File: src/rtl/aux_snap_pkg.sv
package aux_snap_pkg;

  localparam int TS_SEC_W  = 32;
  localparam int TS_NSEC_W = 32;
  localparam int TS_DATA_W = (TS_SEC_W > TS_NSEC_W) ? TS_SEC_W : TS_NSEC_W;

  typedef struct packed {
    logic [TS_SEC_W-1:0]  sec;
    logic [TS_NSEC_W-1:0] nsec;
  } stamp_t;

  typedef enum logic {
    WORD_NSEC = 1'b0,
    WORD_SEC  = 1'b1
  } rd_word_e;

endpackage

File: src/rtl/trig_sync_edge.sv
module trig_sync_edge #(
  parameter int STAGES = 2
) (
  input  logic clk,
  input  logic rst_n,
  input  logic trig_i,
  output logic edge_o
);

  logic [STAGES-1:0] sync_q;
  logic [STAGES-1:0] sync_d;
  logic              prev_q;
  logic              prev_d;

  // shift chain, first stage takes the raw pin
  always_comb begin
    sync_d[0] = trig_i;
  end

  for (genvar s = 1; s < STAGES; s++) begin : g_chain
    always_comb begin
      sync_d[s] = sync_q[s-1];
    end
  end

  always_comb begin
    prev_d = sync_q[STAGES-1];
  end

  for (genvar s = 0; s < STAGES; s++) begin : g_flop
    always_ff @(posedge clk or negedge rst_n) begin
      if (!rst_n) sync_q[s] <= 1'b0;
      else        sync_q[s] <= sync_d[s];
    end
  end

  always_ff @(posedge clk or negedge rst_n) begin
    if (!rst_n) prev_q <= 1'b0;
    else        prev_q <= prev_d;
  end

  assign edge_o = sync_q[STAGES-1] & ~prev_q;


  one_pulse_chk: assert property (@(posedge clk) disable iff (!rst_n)
    edge_o |=> !edge_o);

endmodule

File: src/rtl/gap_filter.sv
module gap_filter #(
  parameter int MIN_GAP = 4
) (
  input  logic clk,
  input  logic rst_n,
  input  logic edge_i,
  output logic evt_o
);

  localparam int HOLD_W = (MIN_GAP > 1) ? $clog2(MIN_GAP) : 1;
  localparam logic [HOLD_W-1:0] HOLD_LOAD = HOLD_W'(MIN_GAP - 1);

  logic [HOLD_W-1:0] hold_q;
  logic [HOLD_W-1:0] hold_d;
  logic              idle;

  assign idle  = (hold_q == '0);
  assign evt_o = edge_i & idle;

  always_comb begin
    hold_d = hold_q;
    if (evt_o)      hold_d = HOLD_LOAD;
    else if (!idle) hold_d = hold_q - 1'b1;
  end

  always_ff @(posedge clk or negedge rst_n) begin
    if (!rst_n) hold_q <= '0;
    else        hold_q <= hold_d;
  end


  hold_range_chk: assert property (@(posedge clk) disable iff (!rst_n)
    hold_q <= HOLD_LOAD);

  if (MIN_GAP > 1) begin : g_gap_chk

    no_back_to_back_chk: assert property (@(posedge clk) disable iff (!rst_n)
      evt_o |=> !evt_o);
  end

endmodule

File: src/rtl/snap_store.sv
module snap_store
  import aux_snap_pkg::*;
#(
  parameter int DEPTH = 4,
  localparam int CNT_W = $clog2(DEPTH + 1),
  localparam int PTR_W = (DEPTH > 1) ? $clog2(DEPTH) : 1
) (
  input  logic                 clk,
  input  logic                 rst_n,
  input  logic                 push_i,
  input  stamp_t               stamp_i,
  input  logic                 clr_i,
  input  logic                 rd_en_i,
  input  logic                 rd_sel_i,
  output logic [TS_DATA_W-1:0] rd_data_o,
  output logic [CNT_W-1:0]     count_o,
  output logic                 ovf_o
);

  localparam logic [CNT_W-1:0] FULL_CNT = CNT_W'(DEPTH);
  localparam logic [PTR_W-1:0] LAST_PTR = PTR_W'(DEPTH - 1);

  stamp_t                mem_q [DEPTH];
  logic [PTR_W-1:0]      wr_ptr_q, wr_ptr_d;
  logic [PTR_W-1:0]      rd_ptr_q, rd_ptr_d;
  logic [CNT_W-1:0]      cnt_q, cnt_d;
  logic                  ovf_q, ovf_d;
  logic [TS_DATA_W-1:0]  rdat_q, rdat_d;
  logic                  empty, full;
  logic                  pop, do_push, drop;
  stamp_t                head;
  rd_word_e              word_sel;

  assign empty    = (cnt_q == '0);
  assign full     = (cnt_q == FULL_CNT);
  assign word_sel = rd_word_e'(rd_sel_i);
  assign pop      = rd_en_i && (word_sel == WORD_SEC) && !empty && !clr_i;
  assign do_push  = push_i && (!full || pop) && !clr_i;
  assign drop     = push_i && full && !pop && !clr_i;
  assign head     = mem_q[rd_ptr_q];

  // pointer and occupancy next state
  always_comb begin
    wr_ptr_d = wr_ptr_q;
    rd_ptr_d = rd_ptr_q;
    cnt_d    = cnt_q;
    ovf_d    = ovf_q;
    if (clr_i) begin
      wr_ptr_d = '0;
      rd_ptr_d = '0;
      cnt_d    = '0;
      ovf_d    = 1'b0;
    end else begin
      if (do_push) wr_ptr_d = (wr_ptr_q == LAST_PTR) ? '0 : wr_ptr_q + 1'b1;
      if (pop)     rd_ptr_d = (rd_ptr_q == LAST_PTR) ? '0 : rd_ptr_q + 1'b1;
      case ({do_push, pop})
        2'b10:   cnt_d = cnt_q + 1'b1;
        2'b01:   cnt_d = cnt_q - 1'b1;
        default: cnt_d = cnt_q;
      endcase
      if (drop) ovf_d = 1'b1;
    end
  end

  // read data next state
  always_comb begin
    rdat_d = rdat_q;
    if (rd_en_i) begin
      if (empty)                        rdat_d = '0;
      else if (word_sel == WORD_SEC)    rdat_d = TS_DATA_W'(head.sec);
      else                              rdat_d = TS_DATA_W'(head.nsec);
    end
  end

  always_ff @(posedge clk or negedge rst_n) begin
    if (!rst_n) begin
      wr_ptr_q <= '0;
      rd_ptr_q <= '0;
      cnt_q    <= '0;
      ovf_q    <= 1'b0;
      rdat_q   <= '0;
    end else begin
      wr_ptr_q <= wr_ptr_d;
      rd_ptr_q <= rd_ptr_d;
      cnt_q    <= cnt_d;
      ovf_q    <= ovf_d;
      rdat_q   <= rdat_d;
    end
  end

  // storage: one enabled register per slot
  for (genvar e = 0; e < DEPTH; e++) begin : g_slot
    logic slot_we;
    assign slot_we = do_push && (wr_ptr_q == PTR_W'(e));
    always_ff @(posedge clk or negedge rst_n) begin
      if (!rst_n)       mem_q[e] <= '0;
      else if (slot_we) mem_q[e] <= stamp_i;
    end
  end

  assign rd_data_o = rdat_q;
  assign count_o   = cnt_q;
  assign ovf_o     = ovf_q;


  count_le_depth_chk: assert property (@(posedge clk) disable iff (!rst_n)
    cnt_q <= FULL_CNT);


  clear_empties_chk: assert property (@(posedge clk) disable iff (!rst_n)
    clr_i |=> (cnt_q == '0) && !ovf_q);


  pop_lowers_count_chk: assert property (@(posedge clk) disable iff (!rst_n)
    (pop && !do_push) |=> (cnt_q == $past(cnt_q) - 1'b1));


  overflow_sets_chk: assert property (@(posedge clk) disable iff (!rst_n)
    drop |=> ovf_q && (cnt_q == FULL_CNT));


  overflow_sticky_chk: assert property (@(posedge clk) disable iff (!rst_n)
    (ovf_q && !clr_i) |=> ovf_q);


  empty_read_zero_chk: assert property (@(posedge clk) disable iff (!rst_n)
    (rd_en_i && empty) |=> (rdat_q == '0) && (cnt_q == '0));

endmodule

File: src/rtl/aux_snap_fifo.sv
module aux_snap_fifo
  import aux_snap_pkg::*;
#(
  parameter int DEPTH       = 4,
  parameter int MIN_GAP     = 4,
  parameter int SYNC_STAGES = 2,
  localparam int CNT_W      = $clog2(DEPTH + 1)
) (
  input  logic                 clk,
  input  logic                 rst_n,
  input  logic                 trig_i,
  input  logic [TS_SEC_W-1:0]  sys_sec_i,
  input  logic [TS_NSEC_W-1:0] sys_nsec_i,
  input  logic                 clr_i,
  input  logic                 rd_en_i,
  input  logic                 rd_sel_i,
  output logic [TS_DATA_W-1:0] rd_data_o,
  output logic [CNT_W-1:0]     snap_cnt_o,
  output logic                 snap_pend_o,
  output logic                 snap_ovf_o
);

  logic   trig_edge;
  logic   trig_evt;
  stamp_t now_stamp;

  assign now_stamp.sec  = sys_sec_i;
  assign now_stamp.nsec = sys_nsec_i;

  trig_sync_edge #(.STAGES(SYNC_STAGES)) u_sync (
    .clk    (clk),
    .rst_n  (rst_n),
    .trig_i (trig_i),
    .edge_o (trig_edge)
  );

  gap_filter #(.MIN_GAP(MIN_GAP)) u_gap (
    .clk    (clk),
    .rst_n  (rst_n),
    .edge_i (trig_edge),
    .evt_o  (trig_evt)
  );

  snap_store #(.DEPTH(DEPTH)) u_store (
    .clk       (clk),
    .rst_n     (rst_n),
    .push_i    (trig_evt),
    .stamp_i   (now_stamp),
    .clr_i     (clr_i),
    .rd_en_i   (rd_en_i),
    .rd_sel_i  (rd_sel_i),
    .rd_data_o (rd_data_o),
    .count_o   (snap_cnt_o),
    .ovf_o     (snap_ovf_o)
  );

  assign snap_pend_o = (snap_cnt_o != '0);


  capture_counts_chk: assert property (@(posedge clk) disable iff (!rst_n)
    (trig_evt && !clr_i && (snap_cnt_o == '0)) |=> (snap_cnt_o == CNT_W'(1)));


  pending_follows_count_chk: assert property (@(posedge clk) disable iff (!rst_n)
    $rose(snap_pend_o) |-> ($past(snap_cnt_o) == '0));

endmodule

File: config.mk
export PLATFORM = sky130hd
export DESIGN_NAME = aux_snap_fifo
export DESIGN_NICKNAME = d
export VERILOG_FILES = /design/src/rtl/aux_snap_pkg.sv /design/src/rtl/trig_sync_edge.sv /design/src/rtl/gap_filter.sv /design/src/rtl/snap_store.sv /design/src/rtl/aux_snap_fifo.sv
export SDC_FILE = /design/constraint.sdc
export NUM_CORES = 1
export LEC_CHECK = 0
export BUFFER_PORTS_ARGS = -buffer_cell sky130_fd_sc_hd__clkbuf_2
export CAP_MARGIN = 25
export CORE_MARGIN = 10
export CORE_UTILIZATION = 64
export DETAILED_ROUTE_END_ITERATION = 8
export PLACE_DENSITY = 0.84
export SKIP_CTS_REPAIR_TIMING = 1
export SYNTH_ARGS = -nofsm -noshare
export SYNTH_HDL_FRONTEND = slang
export SYNTH_HIERARCHICAL = 1
export SYNTH_SLANG_ARGS = --single-unit
export TNS_END_PERCENT = 1
File: constraint.sdc
create_clock -name clk -period 4.53 [get_ports clk]
set_input_delay 0.2265 -clock clk [delete_from_list [all_inputs] [get_ports clk]]
set_output_delay 0.2265 -clock clk [all_outputs]
set_load 0.01 [all_outputs]
==> results of run 1 <==
## synth_stat cells, types with 3 or more instances
cell type / n
buf_6: 25
a21oi_1: 5
mux2_2: 256
nand2_1: 6
ha_1: 5
inv_1: 39
mux4_2: 63
buf_1: 3
nand3b_1: 3
a22oi_1: 31
mux2i_1: 4
o21ai_0: 33
dfrtp_1: 301
buf_2: 8
clkbuf_1: 18
nor2_1: 6
nand2_2: 4
nand3_1: 3
## cell type report
cell class | count | area share (%)
tap | 270 | 2.197
multi-input combinational | 447 | 33.81
clock buffer | 43 | 5.467
clock inverter | 6 | 0.2197
inverter | 39 | 0.9519
timing repair buffer | 181 | 8.331
sequential | 301 | 49.01
antenna | 1 | 0.01627
## worst max-delay path by stage
| stage | startpoint | endpoint | slack (ns) | cells after the start |
|---|---|---|---|---|
| global route | u_gap/hold_q[0] | u_store/mem_q[235] | 1.40 | 9 |
| CTS | u_gap/hold_q[0] | u_store/mem_q[235] | 1.59 | 9 |
| floorplan | u_gap/hold_q[0] | u_store/count_o[1] | 2.25 | 10 |
| global placement | u_gap/hold_q[0] | u_store/mem_q[208] | 1.40 | 8 |
| finish | u_gap/hold_q[0] | u_store/mem_q[242] | 1.60 | 9 |
| detailed placement | u_gap/hold_q[0] | u_store/mem_q[242] | 1.61 | 9 |
## critical path: cells and delay by family (launching register included)
family                     cells  cell delay, ns
DFF                            1            0.36
muxes                          1            0.31
and+or+nand+nor                2            0.74
adders and majority gates      1            0.23
AOI/OAI and AO/OA              1            0.35
buffers and inverters          4            0.80
## logic make-up after synthesis
family,synth area share [%]
compound gates,3.922
flops,56.75
fa+ha+maj,0.6222
simple gates,1.565
buf+inv,4.119
mux,32.82
xor+xnor,0.1980
## sequential cells by signal (all words and copies together) (netlist names), 2 cells and up
| name | flops |
|---|---|
| u_gap/hold_q | 2 |
| u_store/mem_q | 256 |
| u_store/rd_ptr_q | 2 |
| u_store/rd_data_o | 32 |
| u_store/count_o | 3 |
| u_store/wr_ptr_q | 2 |
## cell usage in the layout (no fill, tap or decap), types with 2 or more instances in the layout
cell,synthesis,layout
o22ai_1,2,2
inv_1,39,39
clkbuf_2,0,105
a21oi_1,5,5
nand2_1,6,6
a22oi_1,31,31
clkbuf_8,0,2
mux2i_1,4,4
nand3b_1,3,3
dfrtp_1,301,299
clkinv_2,0,5
dlygate4sd3_1,0,56
buf_12,0,3
mux4_2,63,63
nand2_2,4,4
mux2_2,256,256
buf_4,0,16
clkbuf_16,0,31
xor2_1,2,2
nor2_1,6,6
nor4_1,2,2
clkbuf_1,18,10
or3_1,2,2
ha_1,5,5
nand3_1,3,3
o21ai_0,33,33
## stage by stage
stage	instances	utilization [%]	worst slack, ns	total power, mW
6_report	1288	75.76	1.599	6.724
5_1_grt	1288	75.76	1.399	7.020
4_1_cts	1231	72.98	1.586	6.743
3_5_place_dp	1182	68.68	1.609	4.477
3_3_place_gp	1180	68.48	1.399	4.398
2_1_floorplan	841	-	2.252	4.144
## routing by layer
metal | up-vias | wire length (µm)
met1 | 4089 | 11680
met5 | - | 0
met3 | 34 | 1255
met4 | 0 | 437
li1 | 3422 | -
met2 | 191 | 14820
## power by group
group          total [mW]  switching, mW  internal, mW
Sequential           3.35          0.229          3.12
Clock                2.24          0.969          1.28
Combinational        1.13          0.411         0.717
==> impl_metrics.yaml, run 1 <==
detailed_routing:
  routedWlPerCell_um: 21.89
  num_vias: 7736
  drtAntennaViolNets: 0
  routed_wl_um: 28190
  via_per_inst: 6.006
  drt_iter0_drc: 450
  dr.pass1.iters: 5
  drcViolationCount: 0
worst_setup_path:
  critPathRequiredTime_ns: 4.95
  reg2reg_from: "u_gap/hold_q[0]"
  worstSetupPathType: "reg2reg"
  slowest_stage: "nand2_2"
  start_kind: "flop"
  max_stage_delay_ns: 0.46
  reg2reg_setup_slack_ns: 1.60
  reg2reg_depth: 9
  end_kind: "flop"
  path_cells: "inv_1 -> ha_1 -> and2_2 -> inv_1 -> a311oi_4 -> nand2_2 -> buf_12 -> buf_4 -> mux2_2"
  crit_fanout: 22
  crit_top_cell: "inv_1"
  r2r_end: "u_store/mem_q[242]"
  arrival_ns: 3.35
layout:
  n_fill_cell: 1218
  layout-drive-gt1-share_pct: 48.77
  regArea_um2: 7537
  multi_input_area_um2: 5199
  nets: 1077
  final_area_um2: 15380
  syn2layout_area_growth_pct: 15.87
cts:
  clockBufferDepth: 3
  cts.sinks: 301
  cts_made_buffers: 31
  h-tree-depth: 1
  clock_latency_ns: 0.54
  cts-root-buf: "clkbuf_16"
  path_clk_slew_ns: 0.06
  cts_tree: "built"
synth:
  synth-seq-cells: 301
  synth_ff_type: "dfrtp_1"
  postSynthCellCount: 841
  synth.distinct_cells: 42
  synth_edf_count: 0
  avgSynthCellArea_um2: 15.78
  synth_top_area_cell: "dfrtp_1"
  yosysSeqAreaShare_pct: 56.75
  syn_area_um2: 13270
  synthTopCellsByArea: "dfrtp_1 57%, mux2_2 22%, mux4_2 11%"
  synth_nets: 917
  ys_warn_count: 6
  synth_top_area_share_pct: 56.75
  synthArstFlopShare_pct: 100.0
grt:
  track_usage_pct: 20.80
  grt_pass1_wl_um: 44850
  grtUsageMet1_pct: 27.08
  gr-total-overflow: 0
  globalRouteMet3Util_pct: 2.954
  top_usage_layer: "met2"
  grt_pass1_vias: 8285
  grt_max_degree: 109
  met2_usage_pct: 36.67
  antenna_found_initial: 1
power:
  p_leak_nw: 7.331
  peakVddDrop_mv: 0.3524
  pwr_density_cell_nw_per_um2: 437.2
status:
  violations: "hold timing"
  status: "complete, but fails checks"
die:
  die_area_um2: 26900
  die_w_um: 164.0
  start_util_pct: 65.38
  row_count: 52
  dieHeight_um: 164.0
  num_io_pins: 107
  coreArea_um2: 20300
timing:
  slew_violations: 0
  rsz0062_at_grt: "no"
  max-slew-margin-rel_pct: 32.53
  finalCritPeriodShare_pct: 64.69
  hold_slack_ns: -0.002992
  clock.fmax_mhz: 341.2
  clock_skew_ns: 0.009749
  worst_pin_slew_ns: 1.012
  setup_viol_count_final: 0
  setup_tns_ns: 0
  period_needed_ns: 2.931
  hold_viol: 2
hold_path:
  hold-path-endpoint: "u_store/mem_q[5]"
  hold_path.class: "in2reg"
  holdPathStages: 2
  min_from: "sys_nsec_i[5]"
placement:
  io_buffers: 106
  place_area_um2: 13940
  gp_congestion: 0.7620
  hpwlAfterDp_um: 17580
job:
  cap_violations: 0
Note: power is estimated with default switching activity, not from simulation.
==> run 2, diff against run 1 <==
--- a/config.mk
+++ b/config.mk
@@ -8,9 +8,9 @@
 export BUFFER_PORTS_ARGS = -buffer_cell sky130_fd_sc_hd__clkbuf_2
 export CAP_MARGIN = 25
 export CORE_MARGIN = 10
-export CORE_UTILIZATION = 64
+export CORE_UTILIZATION = 60
 export DETAILED_ROUTE_END_ITERATION = 8
-export PLACE_DENSITY = 0.84
+export PLACE_DENSITY = 0.8
 export SKIP_CTS_REPAIR_TIMING = 1
 export SYNTH_ARGS = -nofsm -noshare
 export SYNTH_HDL_FRONTEND = slang
==> constraint.sdc (replaced) <==
create_clock -name clk -period 2.7 [get_ports clk]
set_input_delay 0.135 -clock clk [delete_from_list [all_inputs] [get_ports clk]]
set_output_delay 0.135 -clock clk [all_outputs]
set_load 0.01 [all_outputs]
==> run 2 against run 1 <==
The flow now finishes without violations. Non-clock buffer count up 14. Highest routed layer unchanged. Routed wire length down 1.1%. Cell area up 2.0%. Core utilization down 3.9 points. Global-route usage down 1.6 points. Flip-flop and latch count unchanged. Sequential share of layout area down 0.95 points. Via count down 0.21%. Register-to-register slack worse by 1.3 ns. Die area up 5.8%.
==> impl_metrics.yaml, run 2 (synthesis gave the netlist of run 1 again) <==
detailed_routing:
  via_per_inst: 5.857
  routed_wl_um: 27890
  dr.pass1.iters: 4
  routedWlPerCell_um: 21.16
  drtAntennaViolNets: 0
  num_vias: 7720
  drt_iter0_drc: 445
  drcViolationCount: 0
layout:
  final_common_cell: "dfrtp_1"
  final_area_um2: 15680
  syn2layout_area_growth_pct: 18.15
  final_cell_mix: "299 x dfrtp_1, 256 x mux2_2, 105 x clkbuf_2"
  n_fill_cell: 1408
  regArea_um2: 7537
  nets: 1091
  largest_reg_flops: 256
  multi_input_area_um2: 5200
  largest_register: "u_store/mem_q"
  layout-drive-gt1-share_pct: 48.89
die:
  die_w_um: 168.7
  dieHeight_um: 168.7
  coreArea_um2: 21820
  row_count: 54
  start_util_pct: 60.82
  num_io_pins: 107
  die_area_um2: 28470
timing:
  clock.fmax_mhz: 413.5
  clock_skew_ns: 0.01096
  slew_violations: 0
  rsz0062_at_grt: "no"
  finalCritPeriodShare_pct: 89.58
  worst_pin_slew_ns: 0.6354
  setup_tns_ns: 0
  max-slew-margin-rel_pct: 57.64
  worst_slack_ns: 0.2814
  setup_viol_count_final: 0
  hold_viol: 0
  period_needed_ns: 2.419
worst_setup_path:
  reg2reg_depth: 9
  worst-path-stages: 9
  cp_top_family: "adder cells"
  critPathBufInv: 1
  path_cells: "inv_1 -> ha_1 -> and2_2 -> nor4_1 -> fa_1 -> a21oi_1 -> o21ai_0 -> a211oi_1 -> nor4_1"
  critPathRequiredTime_ns: 3.13
  crit_fanout: 10
  crit_top_cell: "nor4_1"
  end_kind: "flop"
  slowest_stage: "fa_1"
  worstSetupPathType: "reg2reg"
  max_stage_delay_ns: 0.50
  arrival_ns: 2.85
  start_kind: "flop"
power:
  peakVddDrop_mv: 0.5066
  total_power_mw: 11.59
  seqPwrFrac_pct: 48.3
  p_int_mw: 8.821
  sw_frac_of_total_pct: 23.87
  p_leak_nw: 7.453
  p_comb_share_pct: 16.5
  p_switching_mw: 2.765
  pwr_density_cell_nw_per_um2: 738.8
  power.clock.fraction_pct: 35.2
grt:
  grt_pass1_vias: 8253
  antenna_found_initial: 1
  grt_pass1_wl_um: 44340
  grt_max_degree: 76
  track_usage_pct: 19.15
  gr-total-overflow: 0
placement:
  place_area_um2: 14040
  hpwlAfterDp_um: 16930
  io_buffers: 106
  gp_congestion: 0.8048
  post-place-ws_ns: 0.3311
cts:
  cts-root-buf: "clkbuf_16"
  h-tree-depth: 1
  cts_tree: "built"
  cts_made_buffers: 31
  path_clk_slew_ns: 0.06
  clock_latency_ns: 0.56
  clockBufferDepth: 3
  cts.sinks: 301
hold_path:
  holdPathStages: 3
  hold_path.class: "in2reg"
job:
  cap_violations: 0
status:
  status: "finished, final reports clean"
-- run 2: changes by cell type in the layout (fill, tap and decap cells not counted), sizes merged --
cell,change
clkbuf,+3
bufinv,+1
buf,+3
clkinv,+1
clkinvlp,+1
dlygate4sd3,+11
-- run 2: tightest hold or removal path, stage by stage --
cell      delay [ns]
clkbuf_2        0.18
nor2_1          0.13
o22ai_1         0.09
-- run 2: path summary, 6_finish.rpt --
check | endpoint | slack [ns] | startpoint
min | u_store/rd_data_o[30] | 0.03 | rd_sel_i
max in group asynchronous | u_store/rd_data_o[12] | 1.70 | rst_n
min reg2reg | u_sync/prev_d | 0.35 | u_sync/sync_d[1]
min in group asynchronous | u_sync/prev_q | 0.11 | rst_n
max | u_store/count_o[1] | 0.28 | u_gap/hold_q[0]
max reg2reg | u_store/count_o[1] | 0.28 | u_gap/hold_q[0]
-- run 2: power by group through the flow --
stage	Combinational, mW	Sequential [mW]	Clock [mW]
after global placement	1.76	5.63	0
after CTS	1.85	5.59	4.17
final	1.92	5.60	4.07
after floorplan	1.41	5.54	0
after global routing	2.10	5.68	4.35
after detailed placement	1.84	5.67	0
-- run 2: per-stage QoR --
step	utilization, %	instances	hold slack, ns
after floorplan	-	841	-0.1606
after global routing	71.86	1318	0.03222
final	71.86	1318	0.02605
after CTS	68.77	1250	-0.4781
after detailed placement	64.33	1195	0.1172
after global placement	64.33	1195	0.1159
-- run 2: routing by layer --
metal | global-route usage, % | routed length, µm | up-vias
met5 | 0 | 0 | -
met4 | 4.996 | 579 | 0
met3 | 3.960 | 1294 | 43
met2 | 32.02 | 14140 | 170
met1 | 25.06 | 11870 | 4055
li1 | - | - | 3452
-- run 2: layout make-up --
class / instances / area share [%]
Clock buffer: 46 / 5.689
Antenna cell: 1 / 0.01596
Tap cell: 280 / 2.234
Multi-Input combinational cell: 447 / 33.16
Sequential cell: 301 / 48.07
Inverter: 39 / 0.9335
Clock inverter: 9 / 0.4867
Timing Repair Buffer: 195 / 9.415
==> run 3, diff against run 2 <==
--- a/config.mk
+++ b/config.mk
@@ -8,9 +8,9 @@
 export BUFFER_PORTS_ARGS = -buffer_cell sky130_fd_sc_hd__clkbuf_2
 export CAP_MARGIN = 25
 export CORE_MARGIN = 10
-export CORE_UTILIZATION = 60
+export CORE_UTILIZATION = 64
 export DETAILED_ROUTE_END_ITERATION = 8
-export PLACE_DENSITY = 0.8
+export PLACE_DENSITY = 0.84
 export SKIP_CTS_REPAIR_TIMING = 1
 export SYNTH_ARGS = -nofsm -noshare
 export SYNTH_HDL_FRONTEND = slang
==> constraint.sdc (replaced) <==
create_clock -name clk -period 2.82 [get_ports clk]
set_input_delay 0.141 -clock clk [delete_from_list [all_inputs] [get_ports clk]]
set_output_delay 0.141 -clock clk [all_outputs]
set_load 0.01 [all_outputs]
==> run 3 against run 2 <==
Flip-flop and latch count is the same. Combinational power shrank 4%. Power shrank 0.13%. Non-clock buffer count shrank 1. Sequential share of layout area shrank 0.25 points. Clock-buffer cell count shrank 6. Worst hold slack gained 0.017 ns. Final cell count shrank 0.83%. Critical path depth shrank 1. Largest power group unchanged.
==> impl_metrics.yaml, run 3 (synthesis gave the netlist of run 1 again) <==
worst_setup_path:
  reg2reg_depth: 8
  critPathBufInv: 3
  crit_top_cell: "inv_1"
  worst-path-stages: 8
  critPathRequiredTime_ns: 3.25
  cp_top_family: "buffers and inverters"
  max_stage_delay_ns: 0.37
  r2r_end: "u_store/mem_q[167]"
  reg2reg_setup_slack_ns: 0.45
  crit_fanout: 40
  arrival_ns: 2.80
  end_kind: "flop"
  worstSetupPathType: "reg2reg"
  slowest_stage: "dfrtp_1"
  reg2reg_from: "u_gap/hold_q[0]"
  path_cells: "inv_1 -> ha_1 -> and2_2 -> inv_1 -> a311oi_4 -> nand2_2 -> buf_4 -> mux2_2"
  start_kind: "flop"
  crit_start: "u_gap/hold_q[0]"
  crit_end: "u_store/mem_q[167]"
timing:
  clock_skew_ns: 0.01093
  hold_slack_ns: 0.04339
  worst_pin_slew_ns: 0.6278
  rsz0062_at_grt: "no"
  clock.fmax_mhz: 421.4
  period_needed_ns: 2.373
  slew_violations: 0
  hold_viol: 0
  setup_tns_ns: 0
  setup_viol_count_final: 0
  max-slew-margin-rel_pct: 58.15
  finalCritPeriodShare_pct: 84.16
detailed_routing:
  drtAntennaViolNets: 0
  routedWlPerCell_um: 21.66
  routed_wl_um: 28310
  dr.pass1.iters: 4
  drcViolationCount: 0
  num_vias: 7755
  via_per_inst: 5.933
  drt_iter0_drc: 552
layout:
  final_util_pct: 77.65
  layout-drive-gt1-share_pct: 49.28
  largest_register: "u_store/mem_q"
  final_common_cell: "dfrtp_1"
  syn2layout_area_growth_pct: 18.76
  nets: 1090
  final_cell_mix: "299 x dfrtp_1, 256 x mux2_2, 105 x clkbuf_2"
  largest_reg_flops: 256
  diodes: 0
die:
  die_w_um: 164.0
  num_io_pins: 107
  dieHeight_um: 164.0
  die_area_um2: 26900
  coreArea_um2: 20300
  start_util_pct: 65.38
  row_count: 52
hold_path:
  holdPathStages: 3
  hold_path.class: "in2reg"
grt:
  grt_pass1_vias: 8366
  grt_pass1_wl_um: 45490
  gr-total-overflow: 0
  antenna_found_initial: 0
  grt_max_degree: 86
  track_usage_pct: 21.08
power:
  peakVddDrop_mv: 0.4832
  p_leak_nw: 7.498
  pwr_density_cell_nw_per_um2: 734.1
cts:
  clockBufferDepth: 3
  cts.sinks: 301
  path_clk_slew_ns: 0.06
  cts-root-buf: "clkbuf_16"
  cts_made_buffers: 31
  cts_tree: "built"
  h-tree-depth: 1
  clock_latency_ns: 0.55
placement:
  gp_congestion: 0.7464
  io_buffers: 106
  hpwlAfterDp_um: 16520
status:
  status: "finished, final reports clean"
job:
  cap_violations: 0
[run 3: cell count changes in the layout (fill, tap and decap cells not counted)]
cell	before	now
o311a_1	0	1
buf_4	14	15
diode_2	1	0
clkbuf_1	9	4
buf_12	8	6
o311a_2	1	0
clkinv_2	6	7
clkbuf_8	6	5
clkinvlp_4	1	2
bufinv_16	1	6
[run 3: worst min path at each step]
stage,start,end,slack (ns)
2_1_floorplan,rst_n,u_gap/hold_q[0],-0.15
3_3_place_gp,rst_n,u_store/mem_q[212],0.12
3_5_place_dp,rst_n,u_store/mem_q[212],0.13
4_1_cts,rst_n,u_store/mem_q[212],-0.45
5_1_grt,rd_sel_i,u_store/rd_data_o[30],0.06
6_report,rd_sel_i,u_store/rd_data_o[30],0.04
[run 3: tightest hold or removal path, delay by kind of cell]
family,cells,cell delay (ns)
buffers and inverters,1,0.18
and+or+nand+nor,1,0.14
AOI/OAI and AO/OA,1,0.08
[run 3: layout make-up]
| cell class | instances | area, µm² |
|---|---|---|
| Multi-Input combinational cell | 447 | 5199 |
| Sequential cell | 301 | 7537 |
| Tap cell | 270 | 337.8 |
| Timing Repair Buffer | 194 | 1444 |
| Inverter | 39 | 146.4 |
| Clock buffer | 40 | 859.6 |
| Clock inverter | 16 | 239.0 |
| Fill cell | 1167 | 4537 |
[run 3: report_power, final]
part	internal (mW)	switching [mW]
combinational	1.17	0.680
sequential	5.02	0.352
clock	2.69	1.67
total	8.87	2.70
[run 3: metrics by stage]
stage               setup slack (ns)  total power, mW  instance area, µm²  instances
finish                        0.4467            11.57               15760       1307
global route                  0.2932            12.07               15760       1307
CTS                           0.4405            11.58               15090       1240
detailed placement            0.4769            7.189               13990       1184
global placement              0.5457            7.069               13990       1184
floorplan                     0.5423            6.657               13270        841
[run 3: per-layer routing]
| metal | up-vias | wire length (µm) | global-route usage [%] |
|---|---|---|---|
| li1 | 3455 | - | - |
| met1 | 4078 | 11550 | 27.76 |
| met2 | 193 | 14810 | 35.89 |
| met3 | 29 | 1679 | 4.055 |
| met4 | 0 | 267 | 4.509 |
| met5 | - | 0 | 0 |
